--- src/rtl/dwi_pkg.sv ---
package dwi_pkg;
  // number of watermark levels; field layout below depends on it
  localparam int NLVL = 4;

  // control word field positions (level n sits at LSB + n)
  localparam int EN_LSB  = 24;
  localparam int ST_LSB  = 20;
  localparam int CLR_LSB = 16;

  // register indexes
  localparam int IDX_CTRL = 0;
  localparam int IDX_LVL0 = 1;
endpackage

--- src/rtl/wm_rst_sync.sv ---
module wm_rst_sync #(
  parameter int STAGES = 2
) (
  input  logic clk,
  input  logic rst_n,
  output logic rst_sn
);
  logic [STAGES-1:0] sh_q;
  logic [STAGES-1:0] sh_d;

  always_comb begin
    sh_d = {sh_q[STAGES-2:0], 1'b1};
  end

  always_ff @(posedge clk or negedge rst_n) begin
    if (!rst_n) sh_q <= '0;
    else        sh_q <= sh_d;
  end

  assign rst_sn = sh_q[STAGES-1];
endmodule

--- src/rtl/wm_cfg_regs.sv ---
module wm_cfg_regs
  import dwi_pkg::*;
#(
  parameter int ADDR_W = 32,
  parameter int DATA_W = 32,
  parameter int IDX_W  = 3
) (
  input  logic                         clk,
  input  logic                         rst_sn,
  input  logic                         reg_en,
  input  logic                         reg_we,
  input  logic [IDX_W-1:0]             reg_idx,
  input  logic [DATA_W-1:0]            reg_wdata,
  output logic [NLVL-1:0][ADDR_W-1:0]  lvl_addr,
  output logic [NLVL-1:0]              lvl_en,
  output logic [NLVL-1:0]              lvl_clr
);
  logic            wr_any;
  logic            ctrl_wr;
  logic [NLVL-1:0] en_q;
  logic [NLVL-1:0] en_d;

  assign wr_any  = reg_en & reg_we;
  assign ctrl_wr = wr_any & (reg_idx == IDX_W'(IDX_CTRL));

  // enable register: next-state then storage with explicit load enable
  always_comb begin
    en_d = reg_wdata[EN_LSB +: NLVL];
  end

  always_ff @(posedge clk or negedge rst_sn) begin
    if (!rst_sn)      en_q <= '0;
    else if (ctrl_wr) en_q <= en_d;
  end

  // clear requests are single-cycle pulses, never stored
  always_comb begin
    lvl_clr = ctrl_wr ? reg_wdata[CLR_LSB +: NLVL] : '0;
  end

  assign lvl_en = en_q;

  // one watermark address register per level
  for (genvar g = 0; g < NLVL; g++) begin : g_addr
    logic              ld;
    logic [ADDR_W-1:0] a_q;
    logic [ADDR_W-1:0] a_d;

    assign ld = wr_any & (reg_idx == IDX_W'(IDX_LVL0 + g));

    always_comb begin
      a_d = reg_wdata[ADDR_W-1:0];
    end

    always_ff @(posedge clk or negedge rst_sn) begin
      if (!rst_sn) a_q <= '0;
      else if (ld) a_q <= a_d;
    end

    assign lvl_addr[g] = a_q;
  end
endmodule

--- src/rtl/wm_level_flag.sv ---
module wm_level_flag #(
  parameter int ADDR_W = 32
) (
  input  logic              clk,
  input  logic              rst_sn,
  input  logic              dma_vld,
  input  logic [ADDR_W-1:0] dma_addr,
  input  logic [ADDR_W-1:0] match_addr,
  input  logic              clr,
  output logic              flag
);
  logic hit;
  logic flag_q;
  logic flag_d;
  logic flag_ce;

  assign hit     = dma_vld & (dma_addr == match_addr);
  assign flag_ce = hit | clr;

  // a match overrides a clear on the same edge
  always_comb begin
    flag_d = flag_q;
    if (clr) flag_d = 1'b0;
    if (hit) flag_d = 1'b1;
  end

  always_ff @(posedge clk or negedge rst_sn) begin
    if (!rst_sn)      flag_q <= 1'b0;
    else if (flag_ce) flag_q <= flag_d;
  end

  assign flag = flag_q;
endmodule

--- src/rtl/wm_readback.sv ---
module wm_readback
  import dwi_pkg::*;
#(
  parameter int ADDR_W = 32,
  parameter int DATA_W = 32,
  parameter int IDX_W  = 3
) (
  input  logic [IDX_W-1:0]             reg_idx,
  input  logic [NLVL-1:0][ADDR_W-1:0]  lvl_addr,
  input  logic [NLVL-1:0]              lvl_en,
  input  logic [NLVL-1:0]              lvl_flag,
  output logic [DATA_W-1:0]            rdata
);
  logic [DATA_W-1:0] ctrl_word;

  always_comb begin
    ctrl_word = '0;
    ctrl_word[EN_LSB +: NLVL] = lvl_en;
    ctrl_word[ST_LSB +: NLVL] = lvl_flag;
  end

  always_comb begin
    rdata = '0;
    if (reg_idx == IDX_W'(IDX_CTRL)) rdata = ctrl_word;
    for (int i = 0; i < NLVL; i++) begin
      if (reg_idx == IDX_W'(IDX_LVL0 + i)) rdata = DATA_W'(lvl_addr[i]);
    end
  end
endmodule

--- src/rtl/dma_wm_irq.sv ---
module dma_wm_irq
  import dwi_pkg::*;
#(
  parameter int ADDR_W = 32,
  parameter int DATA_W = 32,
  parameter int IDX_W  = 3
) (
  input  logic              clk,
  input  logic              rst_n,
  input  logic              reg_en,
  input  logic              reg_we,
  input  logic [IDX_W-1:0]  reg_idx,
  input  logic [DATA_W-1:0] reg_wdata,
  output logic [DATA_W-1:0] reg_rdata,
  input  logic              dma_vld,
  input  logic [ADDR_W-1:0] dma_addr,
  output logic              irq
);
  logic                        rst_sn;
  logic [NLVL-1:0][ADDR_W-1:0] lvl_addr;
  logic [NLVL-1:0]             lvl_en;
  logic [NLVL-1:0]             lvl_clr;
  logic [NLVL-1:0]             flag;

  wm_rst_sync #(.STAGES(2)) i_rst (
    .clk    (clk),
    .rst_n  (rst_n),
    .rst_sn (rst_sn)
  );

  wm_cfg_regs #(.ADDR_W(ADDR_W), .DATA_W(DATA_W), .IDX_W(IDX_W)) i_cfg (
    .clk       (clk),
    .rst_sn    (rst_sn),
    .reg_en    (reg_en),
    .reg_we    (reg_we),
    .reg_idx   (reg_idx),
    .reg_wdata (reg_wdata),
    .lvl_addr  (lvl_addr),
    .lvl_en    (lvl_en),
    .lvl_clr   (lvl_clr)
  );

  for (genvar g = 0; g < NLVL; g++) begin : g_lvl
    wm_level_flag #(.ADDR_W(ADDR_W)) i_flag (
      .clk        (clk),
      .rst_sn     (rst_sn),
      .dma_vld    (dma_vld),
      .dma_addr   (dma_addr),
      .match_addr (lvl_addr[g]),
      .clr        (lvl_clr[g]),
      .flag       (flag[g])
    );
  end

  wm_readback #(.ADDR_W(ADDR_W), .DATA_W(DATA_W), .IDX_W(IDX_W)) i_rb (
    .reg_idx  (reg_idx),
    .lvl_addr (lvl_addr),
    .lvl_en   (lvl_en),
    .lvl_flag (flag),
    .rdata    (reg_rdata)
  );

  assign irq = |(flag & lvl_en);
endmodule

--- config.mk ---
export PLATFORM = sky130hd
export DESIGN_NAME = dma_wm_irq
export DESIGN_NICKNAME = d
export VERILOG_FILES = /design/src/rtl/dwi_pkg.sv /design/src/rtl/wm_rst_sync.sv /design/src/rtl/wm_cfg_regs.sv /design/src/rtl/wm_level_flag.sv /design/src/rtl/wm_readback.sv /design/src/rtl/dma_wm_irq.sv
export SDC_FILE = /design/constraint.sdc
export NUM_CORES = 1
export LEC_CHECK = 0
export ABC_CLOCK_PERIOD_IN_PS = 3850
export CORE_UTILIZATION = 50
export DETAILED_ROUTE_END_ITERATION = 7
export PLACE_DENSITY = 0.88
export REMOVE_ABC_BUFFERS = 1
export SLEW_MARGIN = 15
export SYNTH_ARGS = -nofsm -noshare
export SYNTH_HDL_FRONTEND = slang
export SYNTH_HIERARCHICAL = 1
export SYNTH_SLANG_ARGS = --single-unit
--- constraint.sdc ---
create_clock -name clk -period 3.85 [get_ports clk]
set_input_delay 0.5775 -clock clk [delete_from_list [all_inputs] [get_ports clk]]
set_output_delay 0.5775 -clock clk [all_outputs]
set_load 0.1 [all_outputs]
# After elaboration in Yosys (flattened, before gate mapping)
# Index checks and enable logic that the tools add are counted.
# W data, S select, Z words.
[word_totals]
mem_bits_ro = 0
ramBits = 0
mem_count = 0
word_cells = 57
output_inout_bits = 33
register_bits = 138
latch_bits = 0
[classes]
n_mul = 0
reduce_logical = 10
n_lt_le_gt_ge = 0
addsub = 0
n_eq_ne = 8
n_bitwise = 15
shift = 0
div_mod_pow = 0
n_mux = 14
[ops]
columns = ["op", "count"]
rows = [
  ["$eq A32 B32 Y1", 4],
  ["$mux W32", 4],
  ["$mux W28", 1],
  ["$and A1 B1 Y1", 10],
  ["$mux W1", 8],
  ["$reduce_and A2 Y1", 4],
  ["$reduce_bool A2 Y1", 4],
  ["$eq A3 B2 Y1 const B", 2],
  ["$and A4 B4 Y4", 1],
  ["$mux W4", 1],
  ["$or A1 B1 Y1", 4],
  ["$reduce_or A4 Y1", 1],
  ["$eq A3 B1 Y1 const B", 1],
  ["$eq A3 B3 Y1 const B", 1],
  ["$logic_not A3 Y1", 1],
]

# Depth between registers and ports, before layout
# Gate-level depths: netlist of the first run.
[logic_depth]
ltp_word = 6
mapped_depth = 6

# Cells and area by module
# The synthesis of the first run kept the hierarchy.
[modules_own_cells]
columns = ["mod", "instances", "seq_area_each_um2", "cells_per_inst", "area_each_um2"]
rows = [
  ["wm_cfg_regs", 1, 3303.2, 288, 5079.9],
  ["wm_level_flag", 4, 25.0, 46, 384.1],
  ["wm_readback", 1, 0.0, 132, 979.7],
  ["wm_rst_sync", 1, 50.0, 3, 53.8],
  ["dma_wm_irq", 1, 0.0, 3, 18.8],
]

# Least setup slack after synthesis of the first run
# OpenSTA, ideal clock, no wires.
[synth_timing]
path_type = "input-to-output"
startpoint = "input port reg_idx[1]"
endpoint = "output port reg_rdata[10]"
setup_slack_ns = 0.580
path_stages = 6
required_time_ns = 3.273
arrival_time_ns = 2.692
path_cell_list = "buf_2 > nor2b_1 > buf_2 > buf_4 > a22oi_1 > o22ai_1"
[synth_between]
elab_chain_len = 5
elab_cells_between_ends = 8
[synth_lines]
columns = ["item", "line", "rtl"]
rows = [
  ["from (decl)", "dma_wm_irq.sv:12", "input logic [IDX_W-1:0] reg_idx,"],
  ["$eq A3 B1 Y1", "wm_readback.sv:26", "if (reg_idx == IDX_W'(IDX_LVL0 + i)) rdata = DATA_W'(lvl_addr[i]);"],
  ["$mux W32 (3 in series)", "wm_readback.sv:26", ""],
  ["$mux W32 (*)", "wm_readback.sv:26", ""],
  ["to (decl)", "dma_wm_irq.sv:14", "output logic [DATA_W-1:0] reg_rdata,"],
]
# Every way passes the cells marked *; elsewhere a longest branch is shown, timed or not.

# Final worst setup path of the first run
[layout_timing]
startpoint = "input port reg_idx[2]"
endpoint = "output port reg_rdata[24]"
[layout_between]
elab_chain_len = 6
elab_cells_between_ends = 10
[layout_lines]
columns = ["item", "line", "rtl"]
rows = [
  ["$logic_not A3 Y1", "wm_readback.sv:24", "if (reg_idx == IDX_W'(IDX_CTRL)) rdata = ctrl_word;"],
  ["$mux W28", "wm_readback.sv:24", ""],
  ["$mux W32 (3 in series)", "wm_readback.sv:26", ""],
  ["$mux W32 (*)", "wm_readback.sv:26", ""],
]
# Marked as above.

==> key figures, run 1 <==
Run status
  – Status: finished, final reports clean

Global route
  – Pin count of the biggest net entering global routing: 69
  – Vias in the first global route: 6005
  – GRT Overall Usage: 26.4%
  – Initial antenna violation count: 0
  – First-pass GRT wire length: 31.8 mm
  – Global route overflow: 0

Clocking
  – Clock transition at path regs: 60 ps
  – Clock sinks: 138
  – Worst skew pair latency: 430 ps
  – CTS tree: yes
  – Post-CTS sizing: 0
  – Hold buffers post-CTS: 0
  – CTS Root Cell: clkbuf_16
  – H-tree lvl count: 4
  – CTS Buf Count: 17
  – Max clock buf depth: 2
  – # Post-CTS Setup Buffers: 0

STA
  – RSZ-0062 raised after global routing: no
  – Fin crit period: 3140 ps
  – Setup TNS: 0 ps
  – Slew @ Worst Pin: 958 ps
  – Fmax: 319 MHz
  – Final hold vios: 0
  – Rel. slew slack: 36.0%
  – Hold WS: 311 ps
  – Fin crit share: 81.5%
  – Setup-failing EPs final: 0
  – Pins Over Slew Limit: 0
  – Post-Route Skew: 6.08 ps

Route
  – DRC: 0
  – Starting DRT DRC Count: 462
  – Vias per std cell: 6.09
  – Via count: 5545
  – Drt wl/cell: 22.3 µm
  – Detailed Route WL: 20.3 mm
  – Final ANT Viol Nets: 0
  – Pre-antenna DRT Iters: 5

Floorplanning
  – Die W: 126 µm
  – I/O Pins: 105
  – Chip Height: 126 µm
  – Num rows: 44
  – Initial core utilization: 52.0%
  – Core footprint: 14800 µm²
  – Die ar.: 15800 µm²

Worst setup path
  – R2r setup slk: 2190 ps
  – Data arrival time of the worst path: 2560 ps
  – Worst R2R Start: i_cfg/g_addr[2].a_q[29]$_DFFE_PN0P_
  – Reg2reg end: g_lvl[2].i_flag/flag$_DFFE_PN0P_
  – Crit path from: reg_idx[2]
  – CP Max Fanout: 10
  – CP Launch Type: primary input
  – R2r worst-path depth: 4
  – Crit Path Category: in -> out
  – CP endpoint kind: primary output
  – Critical path destination: reg_rdata[24]
  – Worst endpoint required time: 3270 ps

Placement
  – Final Wtd Congestion: 0.896
  – Dpl hpwl: 13.8 mm
  – Placed Area: 9180 µm²
  – PortBufs: 104

Cells and area
  – N_diodes: 0
  – Most common cell after layout, fill and taps aside: dfrtp_1
  – Final Util: 66.5%
  – Final Cell Area: 9800 µm²
  – Most frequent cells in the layout: 137 x dfrtp_1, 124 x xor2_1, 102 x mux2_2
  – Fillers: 1029
  – Register Area: 3460 µm²
  – Multi-input logic area: 4030 µm²
  – Layout cells sized above 1: 30.3%
  – Nets: 786
  – P&R area growth vs syn: 27.9%

Pwr
  – Cell Pwr Density: 560 nW/µm²
  – Clk pwr share: 31.0%
  – Maximum VDD drop: 442 µV
  – Combinational power share: 30.3%
  – Sw Ratio: 33.9%
  – Flop pwr share: 38.7%
  – Total Power: 5490 µW
  – Lkg Pwr: 0.00430 µW
  – Power Internal: 3630 µW
  – Net Sw Power: 1860 µW

Hold path
  – Hold Crit Class: in -> async

Logic synthesis
  – Syn Inst Count: 610
  – Post-synth cell types: 33
  – Register bit count reported by yosys: 138
  – Synth top area cells: dfrtp_1 45%, mux2_2 15%, xor2_1 14%
  – Synthesis Warnings: 6
  – Yosys top cell area share: 45.0%
  – Post-Synth Simple-Gate Area: 5.87%
  – Synth Area in Compound Gates: 6.75%
  – Sequential area share after synthesis: 45.0%
  – Syn avg cell area: 12.6 µm²
  – Largest family of logic cells by synthesized area: multiplexers
  – Mux share of post-synthesis cell area: 25.0%
  – Synth area leader: dfrtp_1
  – Post-Synth Adder-Cell Area: 0%
  – Synthesized area: 7670 µm²
  – Xor and xnor fraction of the mapped netlist area: 14.6%

Flow run
  – Max Cap Violations: 0
-- cell usage after synthesis, drive strengths merged --
master / instances
a22oi: 34
and2: 4
buf: 29
clkbuf: 4
conb: 1
dfrtp: 138
inv: 2
mux2: 132
mux2i: 32
nand2: 2
nand2b: 5
nand3: 14
nand4: 5
nor2b: 5
nor3: 4
nor3b: 1
nor4: 29
nor4b: 1
o21ai: 2
o221ai: 6
o22ai: 24
o31ai: 4
o32a: 2
or2: 1
or4b: 1
xnor2: 4
xor2: 124
-- sequential cells by signal, indices dropped and copies added (netlist names) --
| register | count |
|---|---|
| i_cfg/g_addr.a_q | 128 |
| g_lvl.i_flag/flag | 4 |
| i_cfg/lvl_en | 4 |
| i_rst/sh_q | 2 |
-- metrics by stage --
step                      worst slack (ps)  std cells
final                                  712        911
after global routing                   641        911
after CTS                              755        911
after detailed placement               812        879
after global placement                 824        879
after floorplan                       -280        577
-- critical path, stage by stage --
cell             delay [ps]
clkdlybuf4s50_1         710
nor2b_1                 500
a22oi_1                 130
o221ai_1                400
buf_12                  230
-- routing by layer --
layer / part of all wire (%) / global-route usage [%] / up-vias
li1: - / - / 2450
met1: 42 / 33.2 / 2846
met2: 50 / 43.9 / 218
met3: 6.6 / 6.37 / 31
met4: 1.8 / 10.6 / 0
met5: 0 / 0 / -
-- cells by family after synthesis --
| kind of cell | count (synthesis) |
|---|---|
| AND/OR/NAND/NOR | 72 |
| flip-flops | 138 |
| multiplexers | 164 |
| XOR/XNOR | 128 |
| other | 1 |
| AO/OA/AOI/OAI | 72 |
| buffers and inverters | 35 |
-- power by group through the flow --
stage                     clock, µW  combinational (µW)  sequential, µW
after global placement            0                1600            2100
after floorplan                   0                1120            2050
final                          1700                1670            2130
after detailed placement          0                1650            2140
after global routing           1780                1750            2170
after CTS                      1720                1670            2120
-- worst min-delay path by stage --
stage | to | cells after the start | slack (ps)
after CTS | i_rst/sh_q[1]$_DFF_PN0_ | 1 | 300
after global routing | i_rst/sh_q[1]$_DFF_PN0_ | 1 | 310
after floorplan | i_rst/sh_q[0]$_DFF_PN0_ | 0 | 280
after global placement | i_rst/sh_q[1]$_DFF_PN0_ | 0 | 340
after detailed placement | i_rst/sh_q[1]$_DFF_PN0_ | 0 | 340
final | i_rst/sh_q[0]$_DFF_PN0_ | 1 | 310
-- cell type report --
| cell class | count | area share (%) |
|---|---|---|
| multi-input cells | 437 | 41.1 |
| flip-flops and latches | 138 | 35.3 |
| repair buffers | 118 | 14.9 |
| clock buffers | 19 | 4.62 |
| well taps | 184 | 2.35 |
| clock inverters | 13 | 1.71 |
| inverters | 2 | 0.0766 |
No activity file was read; power rests on OpenSTA's default activity.
==> inputs of run 2 (changes only) <==
--- a/config.mk
+++ b/config.mk
@@ -5,7 +5,7 @@
 export SDC_FILE = /design/constraint.sdc
 export NUM_CORES = 1
 export LEC_CHECK = 0
-export ABC_CLOCK_PERIOD_IN_PS = 3850
+export ABC_CLOCK_PERIOD_IN_PS = 2800
 export CORE_UTILIZATION = 50
 export DETAILED_ROUTE_END_ITERATION = 7
 export PLACE_DENSITY = 0.88
==> constraint.sdc (replaced) <==
create_clock -name clk -period 2.8 [get_ports clk]
set_input_delay 0.42 -clock clk [delete_from_list [all_inputs] [get_ports clk]]
set_output_delay 0.42 -clock clk [all_outputs]
set_load 0.1 [all_outputs]
==> key figures, run 2 (synthesis gave the netlist of run 1 again) <==
Route
  – Final ANT Viol Nets: 0 (unchanged)
  – Wl on met1: 8.65 mm (was 8.46 mm)
  – Via count: 5648 (was 5545)
  – Pre-antenna DRT Iters: 5 (unchanged)
  – Starting DRT DRC Count: 446 (was 462)
  – DRC: 0 (unchanged)
  – Met3 wire len: 1.33 mm (was 1.35 mm)
  – Highest metal used: met4 (unchanged)
  – Detailed Route WL: 20.7 mm (was 20.3 mm)
  – WL met2: 10.1 mm (was 10.2 mm)
  – Drt wl/cell: 22.7 µm (was 22.3 µm)
  – Vias per std cell: 6.18 (was 6.09)

Pwr
  – Sw Ratio: 33.6% (was 33.9%)
  – Clk pwr share: 29.4% (was 31.0%)
  – Maximum VDD drop: 444 µV (was 442 µV)
  – Cell Pwr Density: 751 nW/µm² (was 560 nW/µm²)
  – Net Sw Power: 2500 µW (was 1860 µW)
  – Total Power: 7430 µW (was 5490 µW)
  – Power Internal: 4930 µW (was 3630 µW)
  – Combinational power share: 31.3% (was 30.3%)
  – Flop pwr share: 39.3% (was 38.7%)
  – Lkg Pwr: 0.00436 µW (was 0.00430 µW)

Clocking
  – # Post-CTS Setup Buffers: 0 (unchanged)
  – CTS Root Cell: clkbuf_16 (unchanged)
  – Max clock buf depth: 2 (unchanged)
  – Post-CTS sizing: 0 (unchanged)
  – CTS tree: yes (unchanged)
  – Clock sinks: 138 (unchanged)
  – CTS Buf Count: 17 (unchanged)
  – Clock transition at path regs: 60 ps (about the same)
  – Worst skew pair latency: 420 ps (was 430 ps)
  – Hold buffers post-CTS: 0 (unchanged)
  – H-tree lvl count: 4 (unchanged)

Floorplanning
  – Num rows: 44 (unchanged)
  – Core footprint: 14800 µm² (unchanged)
  – I/O Pins: 105 (unchanged)
  – Die ar.: 15800 µm² (unchanged)
  – Initial core utilization: 52.0% (unchanged)
  – Die W: 126 µm (unchanged)
  – Chip Height: 126 µm (unchanged)

Global route
  – Vias in the first global route: 6234 (was 6005)
  – Initial antenna violation count: 0 (unchanged)
  – GRT Overall Usage: 27.7% (was 26.4%)
  – Pin count of the biggest net entering global routing: 97 (was 69)
  – Global route overflow: 0 (unchanged)
  – First-pass GRT wire length: 33.5 mm (was 31.8 mm)

Hold path
  – Hold Crit Class: in -> async (unchanged)

Run status
  – Status: finished, final reports clean (unchanged)

Worst setup path
  – Worst endpoint required time: 2380 ps (was 3270 ps)
  – Slowest stage cell on the critical path: clkdlybuf4s50_1 (unchanged)
  – Buf/Inv on CP: 4 (was 2)
  – Slowest stage delay, CP: 550 ps (was 710 ps)
  – CP top delay family: buffers and inverters (unchanged)
  – Cell repeated most along the worst path: buf_4
  – Data arrival time of the worst path: 2310 ps (was 2560 ps)
  – CP endpoint kind: primary output (unchanged)
  – CP Launch Type: primary input (unchanged)
  – CP cell instances: clkdlybuf4s50_1 > buf_4 > nor2b_2 > buf_4 > a22oi_1 > o22ai_1 > buf_12 (was clkdlybuf4s50_1 > nor2b_1 > a22oi_1 > o221ai_1 > buf_12)
  – CP Max Fanout: 16 (was 10)
  – Crit Path Category: in -> out (unchanged)

Placement
  – Placed Area: 9300 µm² (was 9180 µm²)
  – PortBufs: 104 (unchanged)
  – Final Wtd Congestion: 0.876 (was 0.896)
  – Dpl hpwl: 13.9 mm (was 13.8 mm)

STA
  – Hold WS: 163 ps (was 311 ps)
  – Final hold vios: 0 (unchanged)
  – Post-Route Skew: 5.97 ps (was 6.08 ps)
  – Rel. slew slack: 60.6% (was 36.0%)
  – Slew @ Worst Pin: 591 ps (was 958 ps)
  – Pins Over Slew Limit: 0 (unchanged)
  – RSZ-0062 raised after global routing: no (unchanged)
  – Fmax: 366 MHz
  – Setup-failing EPs final: 0 (unchanged)
  – Fin crit share: 97.6%
  – Fin crit period: 2730 ps

Cells and area
  – Nets: 790 (was 786)
  – P&R area growth vs syn: 29.0% (was 27.9%)
  – Biggest register: i_cfg/g_addr.a_q (unchanged)
  – Fillers: 1035 (was 1029)
  – Final Cell Area: 9890 µm² (was 9800 µm²)
  – Max reg flops: 128 (unchanged)
  – Most frequent cells in the layout: 137 x dfrtp_1, 124 x xor2_1, 102 x mux2_2 (unchanged)
  – Most common cell after layout, fill and taps aside: dfrtp_1 (unchanged)
  – Layout cells sized above 1: 30.7% (was 30.3%)
  – N_diodes: 0 (unchanged)

Flow run
  – Max Cap Violations: 0 (unchanged)
-- run 2: metrics by stage --
step / utilization (%) / setup TNS [ps] / std cells / setup slack [ps]
finish: 67.0 / 0 / 914 / 67.9
global route: 67.0 / 0 / 914 / 1.02
CTS: 67.0 / 0 / 914 / 104
detailed placement: 63.0 / 0 / 883 / 135
global placement: 63.0 / 0 / 883 / 195
floorplan: - / -205770 / 577 / -1330
-- run 2: layout make-up --
class / count / area [µm²] / share of cell area (%)
Clock buffer: 25 / 526 / 5.31
Sequential cell: 138 / 3460 / 35.0
Inverter: 2 / 7.51 / 0.0759
Timing Repair Buffer: 122 / 1570 / 15.9
Tap cell: 184 / 230 / 2.33
Clock inverter: 6 / 60.1 / 0.607
Multi-Input combinational cell: 437 / 4040 / 40.8
-- run 2: per-layer routing --
| layer | track usage, % | vias up |
|---|---|---|
| li1 | - | 2454 |
| met1 | 35.0 | 2886 |
| met2 | 44.8 | 256 |
| met3 | 6.46 | 52 |
| met4 | 14.0 | 0 |
| met5 | 0 | - |
-- run 2: path summary, 6_finish.rpt --
| check | from | to | slack [ps] | cells after the start |
|---|---|---|---|---|
| worst max-delay path | reg_idx[2] | reg_rdata[19] | 70 | 7 |
| worst min-delay path | rst_n | i_rst/sh_q[0]$_DFF_PN0_ | 160 | 1 |
| worst max register to register | i_cfg/g_addr[0].a_q[29]$_DFFE_PN0P_ | g_lvl[0].i_flag/flag$_DFFE_PN0P_ | 1070 | 4 |
| worst min register to register | i_rst/sh_q[1]$_DFF_PN0_ | i_cfg/g_addr[1].a_q[4]$_DFFE_PN0P_ | 330 | 0 |
| max in group asynchronous | i_rst/sh_q[1]$_DFF_PN0_ | i_cfg/g_addr[0].a_q[1]$_DFFE_PN0P_ | 1570 | 1 |
| min in group clk | i_rst/sh_q[0]$_DFF_PN0_ | i_rst/sh_q[1]$_DFF_PN0_ | 360 | 0 |
-- run 2: worst register-to-register path: stages (launching register included) --
cell and delay [ps]:
dfrtp_1 410, xor2_1 180, nor4_1 550, nand4_1 210, o31ai_1 290
-- run 2: power by group through the flow --
stage                     Sequential, µW  Clock, µW  Combinational, µW
after floorplan                     2820          0               1530
final                               2920       2190               2330
after CTS                           2910       2220               2320
after detailed placement            2930          0               2300
after global placement              2890          0               2230
after global routing                2970       2310               2460
